### config.mk
export PLATFORM = sky130hd
export DESIGN_NAME = reg_load_ctrl
export DESIGN_NICKNAME = d
export VERILOG_FILES = /design/src/rtl/rlc_pkg.sv /design/src/rtl/lc_wdog.sv /design/src/rtl/lc_stage.sv /design/src/rtl/lc_fsm.sv /design/src/rtl/reg_load_ctrl.sv
export SDC_FILE = /design/constraint.sdc
export NUM_CORES = 1
export LEC_CHECK = 0
export ABC_CLOCK_PERIOD_IN_PS = 4340
export CORE_MARGIN = 4
export CORE_UTILIZATION = 67
export CTS_CLUSTER_DIAMETER = 50
export DETAILED_ROUTE_END_ITERATION = 16
export GPL_TIMING_DRIVEN = 0
export PLACE_DENSITY = 0.85
export SYNTH_ARGS = -nofsm -noshare
export SYNTH_HDL_FRONTEND = slang
export SYNTH_HIERARCHICAL = 1
export SYNTH_SLANG_ARGS = --single-unit
### constraint.sdc
create_clock -name clk -period 4.34 [get_ports clk]
set_input_delay 1.085 -clock clk [delete_from_list [all_inputs] [get_ports clk]]
set_output_delay 1.085 -clock clk [all_outputs]
set_load 0.01 [all_outputs]
### src/rtl/rlc_pkg.sv
package rlc_pkg;
    typedef enum logic [1:0] {
        ST_ARMED = 2'd0,
        ST_LOAD  = 2'd1,
        ST_RUN   = 2'd2,
        ST_LOCK  = 2'd3
    } rlc_state_e;

    localparam logic [1:0] SC_NONE     = 2'b00;
    localparam logic [1:0] SC_OVERFLOW = 2'b01;
    localparam logic [1:0] SC_SHUTDOWN = 2'b10;
    localparam logic [1:0] SC_DONE     = 2'b11;
endpackage

### src/rtl/lc_wdog.sv
module lc_wdog #(
    parameter int LIMIT = 256
) (
    input  logic clk,
    input  logic arst_n,
    input  logic active,
    output logic expire
);
    localparam int CW = (LIMIT > 1) ? $clog2(LIMIT) : 1;

    logic [CW-1:0] cnt_q;

    always_ff @(posedge clk or negedge arst_n) begin
        if (!arst_n) begin
            cnt_q <= '0;
        end else if (!active) begin
            cnt_q <= '0;
        end else if (!expire) begin
            cnt_q <= cnt_q + 1'b1;
        end
    end

    assign expire = active && (cnt_q == CW'(LIMIT - 1));


    wdog_ends_chk: assert property (@(posedge clk) disable iff (!arst_n)
        expire |=> !active);
endmodule

### src/rtl/lc_stage.sv
module lc_stage #(
    parameter int NREGS = 16,
    parameter int AW    = 8,
    parameter int DW    = 24
) (
    input  logic             clk,
    input  logic             arst_n,
    input  logic             start,
    input  logic             accept,
    input  logic [AW+DW-1:0] word,
    input  logic             commit,
    output logic             csum_ok,
    input  logic [AW-1:0]    rd_addr,
    output logic [DW-1:0]    rd_data
);
    localparam int WW = AW + DW;
    localparam int IW = (NREGS > 1) ? $clog2(NREGS) : 1;

    logic [WW-1:0] sum_q;
    logic [AW-1:0] waddr;
    logic [DW-1:0] wpay;
    logic [DW-1:0] regs_w [NREGS];

    assign waddr = word[WW-1 -: AW];
    assign wpay  = word[DW-1:0];

    always_ff @(posedge clk or negedge arst_n) begin
        if (!arst_n) begin
            sum_q <= '0;
        end else if (start) begin
            sum_q <= '0;
        end else if (accept) begin
            sum_q <= sum_q ^ word;
        end
    end

    assign csum_ok = (sum_q == word);

    generate
        for (genvar i = 0; i < NREGS; i++) begin : g_ent
            logic [DW-1:0] stg_q;
            logic [DW-1:0] reg_q;
            logic          pnd_q;

            always_ff @(posedge clk or negedge arst_n) begin
                if (!arst_n) begin
                    stg_q <= '0;
                    pnd_q <= 1'b0;
                    reg_q <= '0;
                end else begin
                    if (start) begin
                        pnd_q <= 1'b0;
                    end else if (accept && (waddr == AW'(i))) begin
                        pnd_q <= 1'b1;
                        stg_q <= wpay;
                    end
                    if (commit && pnd_q) begin
                        reg_q <= stg_q;
                    end
                end
            end

            assign regs_w[i] = reg_q;
        end
    endgenerate

    always_comb begin
        rd_data = '0;
        if (int'(rd_addr) < NREGS) begin
            rd_data = regs_w[rd_addr[IW-1:0]];
        end
    end


    regs_hold_chk: assert property (@(posedge clk) disable iff (!arst_n)
        !commit |=> (rd_addr != $past(rd_addr)) || (rd_data == $past(rd_data)));
endmodule

### src/rtl/lc_fsm.sv
module lc_fsm
    import rlc_pkg::*;
#(
    parameter int FMT_DLY = 10
) (
    input  logic       clk,
    input  logic       arst_n,
    input  logic       host_rst_n,
    input  logic       xfer_req,
    input  logic       line_start,
    input  logic       word_valid,
    input  logic       word_last,
    input  logic       csum_ok,
    input  logic       wd_expire,
    output logic       in_load,
    output logic       start,
    output logic       accept,
    output logic       commit,
    output logic       stat_valid,
    output logic [1:0] stat_code,
    output logic       run_ok,
    output logic       fmt_valid
);
    localparam int FCW = $clog2(FMT_DLY + 1);

    rlc_state_e     state_q, state_d;
    logic           host_q, h_edge, ld_act;
    logic           done_ok, bad_sum, tmo, fault;
    logic           loaded_q, used_q;
    logic [FCW-1:0] fcnt_q;

    assign h_edge  = host_q & ~host_rst_n;
    assign ld_act  = (state_q == ST_LOAD) && !h_edge;
    assign done_ok = ld_act && word_valid && word_last && csum_ok;
    assign bad_sum = ld_act && word_valid && word_last && !csum_ok;
    assign tmo     = ld_act && wd_expire && !(word_valid && word_last);
    assign fault   = bad_sum || tmo;

    always_comb begin
        state_d = state_q;
        if (h_edge) begin
            state_d = ST_ARMED;
        end else begin
            unique case (state_q)
                ST_ARMED: if (xfer_req) state_d = ST_LOAD;
                ST_RUN:   if (xfer_req && !used_q) state_d = ST_LOAD;
                ST_LOAD: begin
                    if (done_ok)    state_d = ST_RUN;
                    else if (fault) state_d = ST_LOCK;
                end
                ST_LOCK:  state_d = ST_LOCK;
                default:  state_d = ST_LOCK;
            endcase
        end
    end

    always_ff @(posedge clk or negedge arst_n) begin
        if (!arst_n) state_q <= ST_LOCK;
        else         state_q <= state_d;
    end

    always_ff @(posedge clk or negedge arst_n) begin
        if (!arst_n) begin
            host_q     <= 1'b1;
            stat_valid <= 1'b0;
            stat_code  <= SC_NONE;
            loaded_q   <= 1'b0;
            used_q     <= 1'b0;
            fcnt_q     <= '0;
        end else begin
            host_q     <= host_rst_n;
            stat_valid <= done_ok || fault;
            if (done_ok)      stat_code <= SC_DONE;
            else if (bad_sum) stat_code <= SC_SHUTDOWN;
            else if (tmo)     stat_code <= SC_OVERFLOW;
            else              stat_code <= SC_NONE;

            if (h_edge || fault) loaded_q <= 1'b0;
            else if (done_ok)    loaded_q <= 1'b1;

            if (h_edge)          used_q <= 1'b0;
            else if (done_ok)    used_q <= 1'b1;
            else if (line_start) used_q <= 1'b0;

            if (done_ok && !loaded_q) fcnt_q <= FCW'(FMT_DLY);
            else if (fcnt_q != '0)    fcnt_q <= fcnt_q - 1'b1;
        end
    end

    assign in_load   = (state_q == ST_LOAD);
    assign start     = (state_d == ST_LOAD) && (state_q != ST_LOAD);
    assign accept    = ld_act && word_valid && !word_last;
    assign commit    = done_ok;
    assign run_ok    = loaded_q;
    assign fmt_valid = loaded_q && (fcnt_q == '0);


    stat_after_load_chk: assert property (@(posedge clk) disable iff (!arst_n)
        stat_valid |-> ($past(state_q) == ST_LOAD));

    fault_drops_run_chk: assert property (@(posedge clk) disable iff (!arst_n)
        (stat_valid && stat_code != SC_DONE) |-> !run_ok);

    fmt_needs_run_chk: assert property (@(posedge clk) disable iff (!arst_n)
        fmt_valid |-> run_ok);

    line_once_chk: assert property (@(posedge clk) disable iff (!arst_n)
        (state_q == ST_RUN && used_q) |=> (state_q != ST_LOAD));
endmodule

### src/rtl/reg_load_ctrl.sv
module reg_load_ctrl #(
    parameter int NREGS    = 16,
    parameter int WDOG_CYC = 256,
    parameter int FMT_DLY  = 10
) (
    input  logic        clk,
    input  logic        arst_n,
    input  logic        host_rst_n,
    input  logic        xfer_req,
    output logic        xfer_gnt,
    input  logic        line_start,
    input  logic        word_valid,
    input  logic [31:0] word_data,
    input  logic        word_last,
    output logic        stat_valid,
    output logic [1:0]  stat_code,
    output logic        run_ok,
    output logic        fmt_valid,
    input  logic [7:0]  rd_addr,
    output logic [23:0] rd_data
);
    localparam int AW = 8;
    localparam int DW = 24;

    logic start, accept, commit, csum_ok, wd_expire, in_load;

    lc_fsm #(.FMT_DLY(FMT_DLY)) u_fsm (
        .clk        (clk),
        .arst_n     (arst_n),
        .host_rst_n (host_rst_n),
        .xfer_req   (xfer_req),
        .line_start (line_start),
        .word_valid (word_valid),
        .word_last  (word_last),
        .csum_ok    (csum_ok),
        .wd_expire  (wd_expire),
        .in_load    (in_load),
        .start      (start),
        .accept     (accept),
        .commit     (commit),
        .stat_valid (stat_valid),
        .stat_code  (stat_code),
        .run_ok     (run_ok),
        .fmt_valid  (fmt_valid)
    );

    lc_wdog #(.LIMIT(WDOG_CYC)) u_wdog (
        .clk    (clk),
        .arst_n (arst_n),
        .active (in_load),
        .expire (wd_expire)
    );

    lc_stage #(.NREGS(NREGS), .AW(AW), .DW(DW)) u_stage (
        .clk     (clk),
        .arst_n  (arst_n),
        .start   (start),
        .accept  (accept),
        .word    (word_data),
        .commit  (commit),
        .csum_ok (csum_ok),
        .rd_addr (rd_addr),
        .rd_data (rd_data)
    );

    assign xfer_gnt = in_load;


    gnt_needs_req_chk: assert property (@(posedge clk) disable iff (!arst_n)
        $rose(xfer_gnt) |-> $past(xfer_req));
endmodule

==> results.ini <==
[layout]
area_delta_synth_final_pct=13.2
regArea_um2=20900
fillers=2874
stdcell_count=3199
finish.instance_area_um2=39900
drive_above_1_share_pct=45.2
final_util_pct=77.1
nets=2506
multi_input_area_um2=13300
antenna_cells=0

[routing]
drc=0
drtPass1Iterations=5
wl_per_cell_um=26.7
routed_wl_um=85300
drt-initial-drc-count=1564
vias_per_cell=6.33
antenna_left=0
route.vias.total=20300

[place]
portBuffers=50
dpl-instance-area_um2=36800
hpwl_um=57800
placed_cells=3043
pre_cts_slack_ns=-1.60
finalWeightedCongestion=0.890

[synth]
synth_top_flop_cell=dfrtp_1
syn_area_per_cell_um2=15.3
synth_top_area_cell=dfrtp_1
synthArstFlopShare_pct=100
ys_seq_area_share_pct=59.4
synth_edf_count=0
ys_ff_latch=836
syn_inst=2305
synth_top_area_share_pct=59.2
syn_area_um2=35200
synthesis.nets=2355
yosysUniqueCellTypes=56
yosys-top-cells-area=dfrtp_1 59%, mux2_2 24%, mux4_2 4.7%, xor2_1 1.6%, mux2i_1 1.3%
yosysWarnings=6

[run]
max-cap-violations=0

[power]
power.switching_mw=3.57
seqPwrFrac_pct=49.9
power.leakage_nw=20.2
p_per_area_nw_per_um2=402
clock_power_share_pct=45.3
internal_power_mw=12.5
vdd_ir_drop_max_v=0.000463
p_total_mw=16.0
power_frac_comb_pct=4.7
swShare_pct=22.3

[die]
coreArea_um2=51700
rows=83
die_w_um=237
dieArea_um2=56300
initial_core_util_pct=68.1
io_pins=77
die_h_um=237

[global_routing]
grt_pass1_vias=22100
grt_first_pass_wirelength_um=131000
grt_max_degree=127
grt_antenna_before_repair=3
grt_use_total_pct=30.6
overflow=0

[timing]
min_period_ns=4.34
finalClockSkew_ns=0.0219
fin_tns_setup_ns=-0.000627
relSlewSlack_pct=38.2
drv_slew=0
timing.fmax_mhz=230
worstMarginPinSlew_ns=0.926
post-route-period-util_pct=100
finalHoldViolations=0
setup_viol=1
hold_slack_ns=0.420
worst_slack_ns=-0.000627

[critical_path]
critPathMaxFanout=10
start_kind=input pin
critPathKind=input pin to primary output
worstPathArrival_ns=3.26
crit_required_ns=3.25
worstSetupEndpointType=primary output

[clock_tree]
clk_latency_ns=0.62
clk_pin_slew_worst_paths_ns=0.05
cts_root_buffer=clkbuf_16
cts_inserted_buffers=84
cts_tree=built
h-tree-depth=3
clk_path_buf_depth=3
cts_hold_buf=0
cts_sinks=836

[min_path]
hold_path_class=input pin to asynchronous set/reset pin

[status]
status=complete, but fails checks
violations=negative setup slack

==> metal layers <==
metal	up-vias	GRT usage, %	share of wire (%)
li1	8564	-	-
met1	10900	39.7	40
met2	649	50.6	50
met3	186	7.87	6.9
met4	4	11.8	3.6
met5	-	0	0.028
==> final cells by class <==
cell class / count / area share, %
Clock inverter: 24 / 0.671
Timing Repair Buffer: 67 / 1.86
Inverter: 21 / 0.207
Sequential cell: 836 / 52.5
Clock buffer: 125 / 6.29
Buffer: 167 / 2.91
Tap cell: 680 / 2.13
Multi-Input combinational cell: 1279 / 33.5
==> power by group through the flow <==
stage	logic, mW	clock network, mW	registers, mW
after floorplan	0.352	0	8.12
after global placement	0.681	0	8.16
after detailed placement	0.730	0	8.14
after CTS	0.754	7.35	8.00
after global routing	0.822	7.70	8.01
final	0.757	7.26	8.00
==> what timing repair did <==
item	CTS	global route
endpoints found under the setup margin	597	279
pin swaps	14	8
gates resized for setup	134	37
cloned	1	1
setup buffers	3	3
==> registers in the layout (all words and copies together) (netlist names), 2 cells and up <==
| signal | cells |
|---|---|
| u_wdog/cnt_q | 8 |
| u_fsm/fcnt_q | 4 |
| u_stage/g_ent.reg_q | 384 |
| u_fsm/stat_code | 2 |
| u_stage/g_ent.stg_q | 384 |
| u_stage/sum_q | 32 |
| u_fsm/state_q | 2 |
| u_stage/g_ent.pnd_q | 16 |
==> logic make-up (layout without fill, tap and decap cells) <==
logic type / Yosys count / count (layout) / synth area share [%]
AO/OA/AOI/OAI: 109 / 109 / 2.15
XOR/XNOR: 66 / 66 / 1.64
adder cells (fa/ha/maj): 3 / 3 / 0.107
buffers and inverters: 190 / 404 / 2.96
flip-flops: 836 / 836 / 59.4
multiplexers: 890 / 890 / 30.6
AND/OR/NAND/NOR: 211 / 211 / 3.09
==> worst max-delay path, stage by stage <==
cell and delay, ns:
clkdlybuf4s50_1 0.44, nor4_4 0.27, buf_4 0.19, nor2b_2 0.16, buf_6 0.16, clkbuf_8 0.20, a22oi_1 0.08, o211ai_1 0.43
buf_2 0.23
==> layout by cell type, fill, tap and decap left out, types with 24 or more instances in the layout <==
cell,Yosys,final
dfrtp_1,833,833
mux2_2,759,759
clkbuf_16,0,88
mux4_2,73,73
nand2_1,70,69
clkbuf_1,81,66
xor2_1,64,64
mux2i_1,46,46
a22oi_1,46,39
nor2_1,38,36
nand3_1,34,34
clkbuf_8,2,31
buf_2,23,30
buf_6,27,28
clkdlybuf4s50_1,0,24
buf_4,9,24
==> final timing paths <==
check / endpoint / slack (ns) / cells after the start / from
max: rd_data[13] / -0.0006 / 9 / rd_addr[4]
min: u_stage/g_ent[3].stg_q[18] / 0.42 / 1 / arst_n
max reg2reg: u_stage/g_ent[3].stg_q[18] / 0.40 / 11 / u_fsm/state_q[0]
min reg2reg: u_stage/g_ent[1].pnd_q / 0.48 / 1 / u_stage/g_ent[1].pnd_q
max in group asynchronous: u_stage/g_ent[11].reg_q[5] / 1.39 / 5 / arst_n
min in group clk: u_stage/g_ent[1].pnd_q / 0.48 / 1 / u_stage/g_ent[1].pnd_q
==> synthesized netlist by cell type (all sizes together), types with 3 or more instances <==
cell type	number
nor4	10
buf	77
o211ai	23
dfrtp	833
a31oi	4
dlygate4sd1	9
and2	6
o21ai	19
inv	21
nor2	38
a21oi	7
nor3	12
a22oi	46
a21o	4
nand2b	4
nor2b	4
nand3	34
mux2i	46
ha	3
nand4	4
nor3b	6
clkbuf	83
dfstp	3
nand2	82
mux2	771
xor2	64
mux4	73
Power figures use the tool's default switching activity.
